<file path="src/rtl/canrx_pkg.sv">
package canrx_pkg;
  localparam int REC_MAX = 13;
  localparam int LEN_W   = 5;

  // Record length in bytes, decoded from a header byte.
  function automatic logic [LEN_W-1:0] rec_len(input logic [7:0] h);
    logic [LEN_W-1:0] n;
    n = h[7] ? 5'd5 : 5'd3;
    if (!h[6]) n = n + {1'b0, h[3:0]};
    return n;
  endfunction

  function automatic logic dlc_ok(input logic [7:0] h);
    return h[3:0] <= 4'd8;
  endfunction
endpackage

</file>
<file path="src/rtl/canrx_pack.sv">
module canrx_pack (
  input  logic [7:0]        hdr,
  input  logic [28:0]       id,
  input  logic [63:0]       data,
  output logic [15:0][7:0]  rec
);
  always_comb begin
    rec    = '0;
    rec[0] = hdr;
    if (hdr[7]) begin
      rec[1] = id[28:21];
      rec[2] = id[20:13];
      rec[3] = id[12:5];
      rec[4] = {id[4:0], 3'b000};
      for (int i = 0; i < 8; i++) rec[5+i] = data[8*i +: 8];
    end else begin
      rec[1] = id[10:3];
      rec[2] = {id[2:0], 5'b00000};
      for (int i = 0; i < 8; i++) rec[3+i] = data[8*i +: 8];
    end
  end
endmodule

</file>
<file path="src/rtl/canrx_store.sv">
module canrx_store #(
  parameter int DEPTH = 64,
  localparam int AW   = $clog2(DEPTH)
) (
  input  logic              clk,
  input  logic              rst,
  input  logic              we,
  input  logic [AW-1:0]     wptr,
  input  logic [4:0]        len,
  input  logic [15:0][7:0]  rec,
  input  logic [AW-1:0]     start,
  input  logic [3:0]        win_addr,
  output logic [7:0]        rd_data,
  output logic [7:0]        head_hdr
);
  logic [7:0]    mem  [DEPTH];
  logic [AW-1:0] offs [DEPTH];
  logic [DEPTH-1:0] wsel;

  // Each cell takes the record byte at its distance from the write pointer.
  for (genvar g = 0; g < DEPTH; g++) begin : g_sel
    assign offs[g] = AW'(g) - wptr;
    assign wsel[g] = we && (int'(offs[g]) < int'(len));
  end

  always_ff @(posedge clk) begin
    for (int g = 0; g < DEPTH; g++)
      if (wsel[g]) mem[g] <= rec[offs[g][3:0]];
  end

  always_ff @(posedge clk) begin
    if (rst)
      rd_data <= '0;
    else if (int'(win_addr) < canrx_pkg::REC_MAX)
      rd_data <= mem[start + AW'(win_addr)];
    else
      rd_data <= '0;
  end

  assign head_hdr = mem[start];
endmodule

</file>
<file path="src/rtl/canrx_ctrl.sv">
module canrx_ctrl #(
  parameter int DEPTH = 64,
  localparam int AW   = $clog2(DEPTH),
  localparam int CW   = $clog2(DEPTH + 1)
) (
  input  logic          clk,
  input  logic          rst,
  input  logic          cfg_mode,
  input  logic          st_valid,
  input  logic [7:0]    st_hdr,
  input  logic          rel,
  input  logic          clr_ovr,
  input  logic [7:0]    head_hdr,
  output logic          wr_go,
  output logic [4:0]    st_len,
  output logic [AW-1:0] wptr,
  output logic [AW-1:0] start,
  output logic [CW-1:0] byte_count,
  output logic [CW-1:0] msg_count,
  output logic          avail,
  output logic          overrun
);
  import canrx_pkg::*;

  logic [4:0]    rel_len;
  logic [CW:0]   need;
  logic          accept, fits, ovf, rel_go;
  logic [CW-1:0] bc_n, mc_n;

  assign st_len  = rec_len(st_hdr);
  assign rel_len = rec_len(head_hdr);
  assign accept  = st_valid && !cfg_mode && dlc_ok(st_hdr);
  assign need    = {1'b0, byte_count} + (CW+1)'(st_len);
  assign fits    = need <= (CW+1)'(DEPTH);
  assign wr_go   = accept && fits;
  assign ovf     = accept && !fits;
  assign rel_go  = rel && !cfg_mode && (msg_count != '0);

  assign bc_n = byte_count + (wr_go ? CW'(st_len) : '0) - (rel_go ? CW'(rel_len) : '0);
  assign mc_n = msg_count + CW'(wr_go) - CW'(rel_go);

  always_ff @(posedge clk) begin
    if (rst) begin
      wptr <= '0; start <= '0; byte_count <= '0; msg_count <= '0; avail <= 1'b0;
    end else if (cfg_mode) begin
      start <= wptr; byte_count <= '0; msg_count <= '0; avail <= 1'b0;
    end else begin
      if (wr_go)  wptr  <= wptr + AW'(st_len);
      if (rel_go) start <= start + AW'(rel_len);
      byte_count <= bc_n;
      msg_count  <= mc_n;
      avail      <= (mc_n != '0);
    end
  end

  always_ff @(posedge clk) begin
    if (rst)          overrun <= 1'b0;
    else if (ovf)     overrun <= 1'b1;
    else if (clr_ovr) overrun <= 1'b0;
  end
endmodule

</file>
<file path="src/rtl/canrx_ring.sv">
module canrx_ring #(
  parameter int DEPTH = 64,
  localparam int AW   = $clog2(DEPTH),
  localparam int CW   = $clog2(DEPTH + 1)
) (
  input  logic          clk,
  input  logic          rst,
  input  logic          cfg_mode,
  input  logic          st_valid,
  input  logic [7:0]    st_hdr,
  input  logic [28:0]   st_id,
  input  logic [63:0]   st_data,
  input  logic          rel,
  input  logic          clr_ovr,
  input  logic [3:0]    win_addr,
  output logic [7:0]    rd_data,
  output logic          avail,
  output logic          overrun,
  output logic [CW-1:0] msg_count,
  output logic [CW-1:0] byte_count
);
  logic [15:0][7:0] rec;
  logic             wr_go;
  logic [4:0]       st_len;
  logic [AW-1:0]    wptr, start;
  logic [7:0]       head_hdr;

  canrx_pack u_pack (.hdr(st_hdr), .id(st_id), .data(st_data), .rec(rec));

  canrx_ctrl #(.DEPTH(DEPTH)) u_ctrl (
    .clk(clk), .rst(rst), .cfg_mode(cfg_mode), .st_valid(st_valid), .st_hdr(st_hdr),
    .rel(rel), .clr_ovr(clr_ovr), .head_hdr(head_hdr), .wr_go(wr_go), .st_len(st_len),
    .wptr(wptr), .start(start), .byte_count(byte_count), .msg_count(msg_count),
    .avail(avail), .overrun(overrun)
  );

  canrx_store #(.DEPTH(DEPTH)) u_store (
    .clk(clk), .rst(rst), .we(wr_go), .wptr(wptr), .len(st_len), .rec(rec),
    .start(start), .win_addr(win_addr), .rd_data(rd_data), .head_hdr(head_hdr)
  );
endmodule

</file>
<file path="config.mk">
export PLATFORM = sky130hd
export DESIGN_NAME = canrx_ring
export DESIGN_NICKNAME = d
export VERILOG_FILES = /design/src/rtl/canrx_pkg.sv /design/src/rtl/canrx_pack.sv /design/src/rtl/canrx_store.sv /design/src/rtl/canrx_ctrl.sv /design/src/rtl/canrx_ring.sv
export SDC_FILE = /design/constraint.sdc
export NUM_CORES = 1
export LEC_CHECK = 0
export BUFFER_PORTS_ARGS = -buffer_cell sky130_fd_sc_hd__buf_2
export CORE_MARGIN = 4
export CORE_UTILIZATION = 45
export DETAILED_ROUTE_END_ITERATION = 10
export SLEW_MARGIN = 30
export SYNTH_ARGS = -nofsm -noshare
export SYNTH_HDL_FRONTEND = slang
export SYNTH_SLANG_ARGS = --single-unit
export TNS_END_PERCENT = 100
</file>
<file path="constraint.sdc">
create_clock -name clk -period 5.26 [get_ports clk]
set_clock_uncertainty 0.05 [all_clocks]
set_input_delay 0.263 -clock clk [delete_from_list [all_inputs] [get_ports clk]]
set_output_delay 0.263 -clock clk [all_outputs]
set_load 0.005 [all_outputs]
</file>
# Word level (Yosys, flattened, before mapping)
# Memories as Yosys holds them, arrays and structs flattened. A register that Yosys moved wholly into a read port is not among the register bits.
# Index checks and enable logic that the tools add are counted.
[word_totals] ram_bits=512 n_memories=1 wordCells=719 input_bits=111 register_bits=28 out_inout_bits=24
[op_classes] bitwise=2 mux=387 add_sub_neg=74 magnitude_cmp=131 reduce_logical=118
[mem_list] memory="u_store.mem" words=64 word_bits=8 read_ports=2 rd_clocked_by_memory_dff=2 write_ports=25 line="canrx_store.sv:16" rtl="logic [7:0] mem [DEPTH];"
[op_table] cell="binary-select mux 8 bit (select 4 bit)" count=64
[op_table] cell="two-way mux 8 bit" count=103
[op_table] cell="less-than comparator 6 x 5 -> 1 bit" count=64
[op_table] cell="less-than comparator 4 x 5 -> 1 bit, second input constant" count=64
[op_table] cell="OR reduction 8 bit" count=39
[op_table] cell="two-way mux 6 bit" count=43
[op_table] cell="subtractor 6 bit, first input constant" count=32
[op_table] cell="two-way mux 1 bit" count=169
[op_table] cell="subtractor 5 x 6 -> 6 bit, first input constant" count=16
[op_table] cell="two-way mux 80 bit" count=1
[op_table] cell="logical AND 1 bit" count=70
[op_table] cell="subtractor 4 x 6 -> 6 bit, first input constant" count=8
[op_table] cell="subtractor 3 x 6 -> 6 bit, first input constant" count=4
[op_table] cell="two-way mux 5 bit" count=4
[op_table] cell="two-way mux 16 bit" count=1
[op_table] cell="nonzero test 7 bit" count=2
[op_table] cell="adder 6 x 5 -> 6 bit" count=2
[op_table] cell="subtractor 1 x 6 -> 6 bit, first input constant" count=2
[op_table] cell="subtractor 2 x 6 -> 6 bit, first input constant" count=2
[op_table] cell="adder 5 x 4 -> 5 bit" count=2
[op_table] cell="adder 7 x 5 -> 8 bit" count=1
[op_table] cell="<= comparator 8 x 7 -> 1 bit, second input constant" count=1
[op_table] cell="adder 7 x 1 -> 7 bit" count=1
[op_table] cell="adder 7 bit" count=1
[op_table] cell="other kinds (11)" count=16

# Logic depth before layout (Yosys ltp)
# Gate-level depths: netlist of run 1.
[depth] ltp_word=13 depth_mapped=30 ltp_nobuf=26

# Modules after synthesis
# Synthesis of run 1 repeated with hierarchy kept, for this count alone.
[unflattened] hier_cells=2468 hier_area_um2=36652.7
[modules_own_cells] mod="canrx_store" area_per_inst_um2=32748.9 instances=1 cells_each=2027 seq_area_each_um2=15534.9
[modules_own_cells] mod="canrx_ctrl" area_per_inst_um2=2560.0 instances=1 cells_each=301 seq_area_each_um2=560.5
[modules_own_cells] mod="canrx_pack" area_per_inst_um2=1343.8 instances=1 cells_each=140 seq_area_each_um2=0.0

# Worst setup path before layout of run 1
# No wires, ideal clock.
[synth_timing] path_kind="input to register" startpoint="input st_hdr[7]" endpoint="register u_ctrl.avail" setup_time_ns=0.137 stages=30 required_time_ns=5.073 setup_slack_ns=-0.359 t_arrival_ns=5.433 n_path_buf=4 path_cell_list="clkbuf_1 buf_2 buf_2 inv_1 ha_1 a21o_1 a21oi_1 xor2_1 nor2_1 ha_1 o21a_1 o31a_1 a2111oi_0 o21ba_2 o211ai_1 nor2_2 inv_2 clkbuf_1 ha_1 inv_1 ha_1 inv_1 fa_1 nand2b_1 a21oi_1 o21ai_0 a21oi_1 nor2_1 xnor2_1 a41oi_1"
[synth_between] elab_chain_len=9
[synth_lines] item="start, declared" line="canrx_ring.sv:10" rtl="input logic [7:0] st_hdr,"
[synth_lines] item="two-way mux 3 bit (*)" line="canrx_pkg.sv:8" rtl="n = h[7] ? 5'd5 : 5'd3;"
[synth_lines] item="adder 5 x 4 -> 5 bit" line="canrx_pkg.sv:9" rtl="if (!h[6]) n = n + {1'b0, h[3:0]};"
[synth_lines] item="two-way mux 5 bit (*)" line="canrx_pkg.sv:9"
[synth_lines] item="adder 7 x 5 -> 8 bit (*)" line="canrx_ctrl.sv:33" rtl="assign need = {1'b0, byte_count} + (CW+1)'(st_len);"
[synth_lines] item="<= comparator 8 x 7 -> 1 bit (*)" line="canrx_ctrl.sv:34" rtl="assign fits = need <= (CW+1)'(DEPTH);"
[synth_lines] item="logical AND 1 bit (*)" line="canrx_ctrl.sv:35" rtl="assign wr_go = accept && fits;"
[synth_lines] item="adder 7 x 1 -> 7 bit (*)" line="canrx_ctrl.sv:40" rtl="assign mc_n = msg_count + CW'(wr_go) - CW'(rel_go);"
[synth_lines] item="subtractor 7 x 1 -> 7 bit (*)" line="canrx_ctrl.sv:40"
[synth_lines] item="nonzero test 7 bit (*)" line="canrx_ctrl.sv:52" rtl="avail <= (mc_n != '0);"
[synth_lines] item="end signal, assigned" line="canrx_ctrl.sv:52"
[synth_lines] item="end, declared" line="canrx_ctrl.sv:20" rtl="output logic avail,"
# Mark *: on every way between the ends. The rest lies on a longest branch, timed or not.
# A chain may end at the register's enable or synchronous reset.

==> results of run 1 <==
==> path summary, 6_finish.rpt <==
kind	cells after the start	from	end	slack, ps
setup / recovery	19	flop	u_ctrl.byte_count[5]	20
hold / removal	4	st_valid	u_ctrl.overrun	50
setup reg to reg	19	flop	u_ctrl.byte_count[5]	20
hold reg to reg	2	u_ctrl.overrun	u_ctrl.overrun	450
==> where the power goes <==
part           leakage [nW]  internal [mW]  switching [mW]
Clock                 0.983           2.58            1.79
Sequential             5.00           5.54           0.179
Combinational          8.01           3.57            5.21
Total                  14.0           11.7            7.18
==> layout make-up <==
cell class              count  area, µm²
fillers                  6151      35500
well taps                 969       1210
clock inverters            42        562
flip-flops and latches    554      16200
multi-input cells        1738      16800
clock buffers              64       1450
inverters                  88        333
diodes                      6       15.0
repair buffers            322       2300
==> stage by stage <==
stage | utilization | hold slack (ps) | power [mW] | instances | TNS [ps]
finish | 0.523 | 54.9 | 18.9 | 3783 | 0
global route | 0.523 | 71.3 | 19.6 | 3777 | -131
CTS | 0.520 | 31.4 | 18.5 | 3772 | -2.33
detailed placement | 0.492 | 430 | 14.1 | 3661 | -1220
global placement | 0.492 | 427 | 14.0 | 3661 | -1170
floorplan | - | 286 | 10.8 | 2558 | 0
==> logic make-up after synthesis <==
logic type      count (synthesis)  share of synthesized area
simple gates                  552                     0.0742
fa+ha+maj                     130                     0.0510
compound gates                499                     0.0840
mux                           478                      0.258
xor+xnor                       79                     0.0205
flops                         554                      0.480
buf+inv                       266                     0.0331
==> placed cells by master, fill, tap and decap left out, types with 6 or more instances in the layout <==
master and count:
xnor2_1 57, o21ai_0 133, mux4_2 310, nor2_1 202, and2_1 9, dfxtp_1 35, inv_2 6, nor3b_2 15
clkbuf_1 7, a21o_1 41, buf_2 133, diode_2 6, nor3b_1 18, mux2_2 40, a211oi_1 23, xor2_1 11
nand2b_1 10, clkbuf_16 58, inv_1 77, a31oi_1 24, edfxtp_1 512, buf_12 12, clkinv_1 18, xnor2_2 9
mux2i_1 125, a21oi_1 206, buf_4 164, nand2_1 179, nor2b_1 28, ha_1 112, o21ai_1 9, and3_1 30
fa_1 12, nand3_1 35, clkinv_2 11, buf_6 7, a21oi_2 11, a22oi_1 17, bufinv_16 12
==> worst register-to-register path, delay by kind of cell, from the launching register on <==
kind	cells	cell delay, ps
xor gates and xnor gates	2	400
DFF	1	430
buffers and inverters	3	360
muxes	3	1590
and+or+nand+nor	5	900
AOI/OAI and AO/OA	3	470
adders and majority gates	3	930
==> Yosys cell counts (3+ instances only) <==
| library cell | instances |
|---|---|
| and3_1 | 30 |
| nor3b_1 | 33 |
| a211oi_1 | 23 |
| dfxtp_1 | 42 |
| mux2_2 | 40 |
| clkbuf_1 | 97 |
| mux4_2 | 310 |
| xor2_1 | 13 |
| o21a_1 | 5 |
| nand3_1 | 35 |
| o211ai_1 | 3 |
| nand2_1 | 179 |
| and2_1 | 10 |
| buf_2 | 46 |
| ha_1 | 117 |
| o21ai_0 | 141 |
| a31oi_1 | 24 |
| nor3_1 | 6 |
| nor2b_1 | 28 |
| inv_2 | 5 |
| a22oi_1 | 17 |
| nand2b_1 | 10 |
| buf_6 | 6 |
| buf_4 | 5 |
| fa_1 | 13 |
| a21oi_1 | 218 |
| mux2i_1 | 128 |
| edfxtp_1 | 512 |
| a2111oi_0 | 3 |
| clkinv_1 | 4 |
| o22ai_1 | 5 |
| nor4_1 | 4 |
| buf_1 | 24 |
| o21bai_1 | 5 |
| nand3b_1 | 4 |
| nor2_1 | 202 |
| a21o_1 | 42 |
| inv_1 | 79 |
| xnor2_1 | 66 |
==> per-layer routing <==
metal | routed length, µm | share of wire
met1 | 48700 | 0.37
met2 | 56700 | 0.43
met3 | 17500 | 0.13
met4 | 7830 | 0.060
met5 | 69 | 0.00053
==> state kept, by name, summed over array words and instances (netlist names), named ones only <==
signal / flops
u_store.mem: 512
u_ctrl.wptr: 6
u_ctrl.start: 6
u_ctrl.byte_count: 7
u_ctrl.msg_count: 7
u_ctrl.avail: 1
u_store.rd_data: 8
u_ctrl.overrun: 1
==> what timing repair did <==
item / 4_1_cts / 5_1_grt
gates cloned: 0 / 1
setup buffers: 1 / 4
endpoints found under the setup margin: 4 / 5
hold endpoints to repair: 5 / 0
pin swaps: 0 / 17
hold buffers: 4 / 0
resized for setup: 5 / 23
==> flow_summary_export.csv, run 1 <==
group,metric,value,unit
run_status,status,"finished clean",
clock_network,clk_pin_slew,70,ps
logic_synthesis,ys_types,56,
detailed_routing,drc,0,
placed_design,port_buffers,134,
die,dieArea,0.0796,mm²
detailed_routing,drt-total-wl,131000,µm
setup_path,startpoint_type,"flop",
layout,design_area,0.0389,mm²
die,io_pins,135,
setup_path,max_stage_delay,610,ps
clock_network,clk-insertion-delay-late,660,ps
placed_design,place_ws,-331,ps
logic_synthesis,syn_avg_cell_area,13.2,µm²
clock_network,tritoncts,"done",
clock_network,clockBufferDepth,3,
placed_design,gp_congestion,0.972,
global_routing,grt_use_met2,0.482,
logic_synthesis,synth_seq_area_share,0.480,
logic_synthesis,yosysTopAreaCellShare,0.455,
logic_synthesis,postSynth.asyncResetShare,0,
detailed_routing,drt_iter0_markers,3563,
pwr,power_density,485,mW/mm²
placed_design,placed_area,0.0366,mm²
timing,slew_viol_final,0,
layout,final_nets,3002,
setup_path,crit_type,"flop to flop",
detailed_routing,ant_nets,0,
timing,fmax,191,MHz
placed_design,hpwlAfterDp,97000,µm
timing,worst_slew_pin_slew,1080,ps
timing,hold_viol_final,0,
timing,rsz0062_at_grt,"true",
pwr,irDropWorstVdd,0.309,mV
logic_synthesis,mappedNetlistNets,2799,
setup_path,worst_path_max_delay_cell,"mux4_2",
die,core,0.0744,mm²
global_routing,grt_max_degree,81,
logic_synthesis,syn-instance-count,2558,
global_routing,grt_pass1_vias,23900,
clock_network,cts-htree-levels,2,
min_path,hp-class,"input port to flop",
clock_network,cts_made_buffers,57,
timing,setup_viol,0,
job,drv_cap,0,
global_routing,grt.met3_usage,0.123,
die,fp-row-count,100,
die,initial_core_util,0.454,
setup_path,critical-path-top-delay-family,"multiplexers",
clock_network,numClockSinks,554,
layout,drive_gt1_frac,0.295,
timing,fin_ws,24.0,ps
detailed_routing,post_drt_wl_per_cell,34.6,µm
timing,period_minus_slack,5240,ps
logic_synthesis,synth_area,0.0338,mm²
die,die_w,282,µm
setup_path,crit_buf_inv,3,
setup_path,path_max_fanout,8,
logic_synthesis,synthFlopType,"edfxtp_1",
global_routing,gr-total-overflow,0,
global_routing,antenna_found_initial,12,
timing,fin_crit_sh,0.995,
clock_network,ctsRootBufferMaster,"clkbuf_16",
setup_path,critical_path.endpoint_type,"flop",
detailed_routing,viasPerCell,6.54,
global_routing,grt_busiest_layer,"met2",
global_routing,grt_pass1_wl,182000,µm
layout,area_growth,15.1,%
global_routing,met1_usage,0.431,
logic_synthesis,ys.warnings.count,0,
logic_synthesis,synth_edf_count,512,
logic_synthesis,yosys.area.top_type,"edfxtp_1",
logic_synthesis,ys_ff_latch,554,
die,die_h,282,µm
setup_path,worst_ep_arrival_time,5710,ps
timing,slew_headroom,0.279,
detailed_routing,vias,24700,
logic_synthesis,synth_area_leaders,"edfxtp_1, mux4_2, ha_1, mux2i_1, a21oi_1",
pwr,p_leak,14.0,nW
setup_path,path_cells,"buf_6, buf_12, mux4_2, mux4_2, mux4_2, ha_2, a21o_4, nor4b_4, a221oi_2, xor2_1, nor3_4, fa_1, inv_2, ha_4, a21oi_2, nor2_1, nor2_1, xor2_1, nor2_1",
global_routing,grt_use_total,0.328,
setup_path,cp.required,5730,ps
detailed_routing,dr.pass1.iters,6,
Power figures use the tool's default switching activity.
==> run 2, diff against run 1 <==
--- a/config.mk
+++ b/config.mk
@@ -8,6 +8,7 @@
 export BUFFER_PORTS_ARGS = -buffer_cell sky130_fd_sc_hd__buf_2
 export CORE_MARGIN = 4
 export CORE_UTILIZATION = 45
+export CTS_BUF_LIST = sky130_fd_sc_hd__clkbuf_8
 export DETAILED_ROUTE_END_ITERATION = 10
 export SLEW_MARGIN = 30
 export SYNTH_ARGS = -nofsm -noshare
==> run 2 against run 1 <==
Compared with the run above: the run now ends with DRC left; critical path depth rose by 1; core utilization fell by 0.35 points; cell area fell by 0.67%; register-to-register slack improved by 70 ps; fmax rose by 1.3%; final cell count rose by 1.6%; largest power group unchanged; highest routed layer is now met4.
==> flow_summary_export.csv, run 2 (synthesis results as in run 1) <==
group,metric,value,unit
clock_network,numClockSinks,554,
min_path,hold_depth,4,
timing,slew_viol_final,0,
min_path,hold_end,"u_ctrl.wptr[0]",
setup_path,cp.required,5780,ps
run_status,status,"finished, violations left",
global_routing,grt_pass1_vias,24100,
global_routing,grt_max_degree,81,
setup_path,path_max_fanout,8,
clock_network,clockBufferDepth,3,
global_routing,gr-total-overflow,0,
setup_path,r2r-end,"u_ctrl.byte_count[5]",
layout,reg_top3,"u_store.mem: 512 flops, u_store.rd_data: 8 flops",
job,drv_cap,0,
timing,hold_viol_final,0,
layout,area_growth,14.3,%
clock_network,cts_made_buffers,91,
setup_path,critical_path.endpoint_type,"flop",
timing,fmax,193,MHz
detailed_routing,drt_iter0_markers,3857,
detailed_routing,post_drt_wl_per_cell,34.0,µm
global_routing,grt_use_total,0.328,
global_routing,antenna_found_initial,9,
die,dieArea,0.0796,mm²
timing,worst_slew_pin_slew,1180,ps
setup_path,worst_ep_arrival_time,5690,ps
die,die_w,282,µm
layout,final_nets,3036,
detailed_routing,viasPerCell,6.57,
placed_design,place_ws,-331,ps
setup_path,regToRegSetupSlack,90,ps
detailed_routing,drc,4,
pwr,p_leak,14.1,nW
detailed_routing,vias,25200,
die,fp-row-count,100,
die,die_h,282,µm
timing,period_minus_slack,5170,ps
timing,fin_setup_tns,0,ps
pwr,irDropWorstVdd,0.228,mV
setup_path,crit_type,"flop to flop",
timing,fin_ws,91.7,ps
layout,largest_reg_flops,512,
clock_network,clk-insertion-delay-late,720,ps
setup_path,reg2regPathDepth,20,
detailed_routing,ant_nets,0,
clock_network,tritoncts,"done",
layout,final_cell_mix,"edfxtp_1, mux4_2, a21oi_1, nor2_1, nand2_1",
min_path,min_from,"st_hdr[0]",
layout,final_common_cell,"edfxtp_1",
clock_network,clk_pin_slew,60,ps
layout,fill_cells,6232,
clock_network,ctsRootBufferMaster,"clkbuf_8",
clock_network,cts-htree-levels,3,
detailed_routing,drt-total-wl,131000,µm
placed_design,port_buffers,134,
global_routing,grt_pass1_wl,183000,µm
timing,slew_headroom,0.216,
die,initial_core_util,0.454,
die,core,0.0744,mm²
pwr,power_density,468,mW/mm²
detailed_routing,dr.pass1.iters,9,
layout,regMostFlops,"u_store.mem",
layout,drive_gt1_frac,0.299,
run_status,violations,"DRC",
timing,rsz0062_at_grt,"true",
timing,fin_crit_sh,0.983,
placed_design,gp_congestion,0.972,
setup_path,startpoint_type,"flop",
placed_design,hpwlAfterDp,97000,µm
die,io_pins,135,
min_path,hp-class,"input port to flop",
timing,setup_viol,0,
## run 2: changes by cell type in the layout (fill, tap and decap cells not counted), sizes merged
cell      previous run  this run
inv                 84       126
clkbuf              65       105
bufinv              12         1
clkinv              34        27
diode                6         3
buf                317       316
clkinvlp             0         1
## run 2: repair_timing
action / CTS / global route
hold buffers: 4 / 0
cloned: 0 / 2
pin swaps: 3 / 8
buffers inserted: 2 / 3
setup endpoints to repair: 4 / 3
endpoints found under the hold margin: 14 / 0
gates resized for setup: 6 / 18
## run 2: through the flow
step | cell area, µm² | utilization | std cells | hold slack [ps] | power [mW]
3_5_place_dp | 36600 | 0.492 | 3661 | 430 | 14.1
2_1_floorplan | 33800 | - | 2558 | 286 | 10.8
3_3_place_gp | 36600 | 0.492 | 3661 | 427 | 14.0
6_report | 38700 | 0.519 | 3844 | 77.1 | 18.1
4_1_cts | 38500 | 0.517 | 3837 | 39.8 | 17.8
5_1_grt | 38700 | 0.519 | 3842 | 92.0 | 18.8
## run 2: metal layers
layer	vias up	wire length (µm)	global-route usage
met4	0	8010	0.165
met1	12800	51100	0.462
met2	1748	56500	0.480
li1	10500	-	-
met5	-	0	0
met3	281	15100	0.0767
## run 2: report_power, final
group	switching [mW]	leakage (nW)	internal (mW)	total (mW)
clock	1.82	1.05	1.86	3.68
sequential	0.178	5.00	5.54	5.72
combinational	5.18	8.03	3.53	8.71
## run 2: worst max-delay path by stage
stage | endpoint | depth (start not counted)
after detailed placement | u_ctrl.byte_count[6] | 19
final | u_ctrl.byte_count[5] | 20
after CTS | u_ctrl.byte_count[6] | 19
after global placement | u_ctrl.byte_count[6] | 19
after floorplan | u_ctrl.byte_count[6] | 27
after global routing | u_ctrl.byte_count[6] | 19
## run 2: worst max-delay path: stages, from the launching register on
cell	delay (ps)
dfxtp_4	410
buf_6	140
buf_12	130
mux4_2	500
mux4_2	490
mux4_2	600
inv_2	110
fa_1	430
mux2i_1	170
buf_4	170
and2_4	160
fa_1	430
inv_2	90
ha_1	230
a21o_1	160
a21o_1	200
a21oi_2	140
nor2_1	50
nor2_1	140
xor2_1	190
nor2_1	60
## run 2: area by class of cell
class / count / area [µm²] / share of cell area
Tap cell: 969 / 1210 / 0.0314
Timing Repair Buffer: 322 / 2330 / 0.0602
Clock inverter: 67 / 350 / 0.00906
Clock buffer: 103 / 1420 / 0.0367
Inverter: 88 / 330 / 0.00854
Sequential cell: 554 / 16200 / 0.420
Antenna cell: 3 / 7.51 / 0.000194
Multi-Input combinational cell: 1738 / 16800 / 0.434
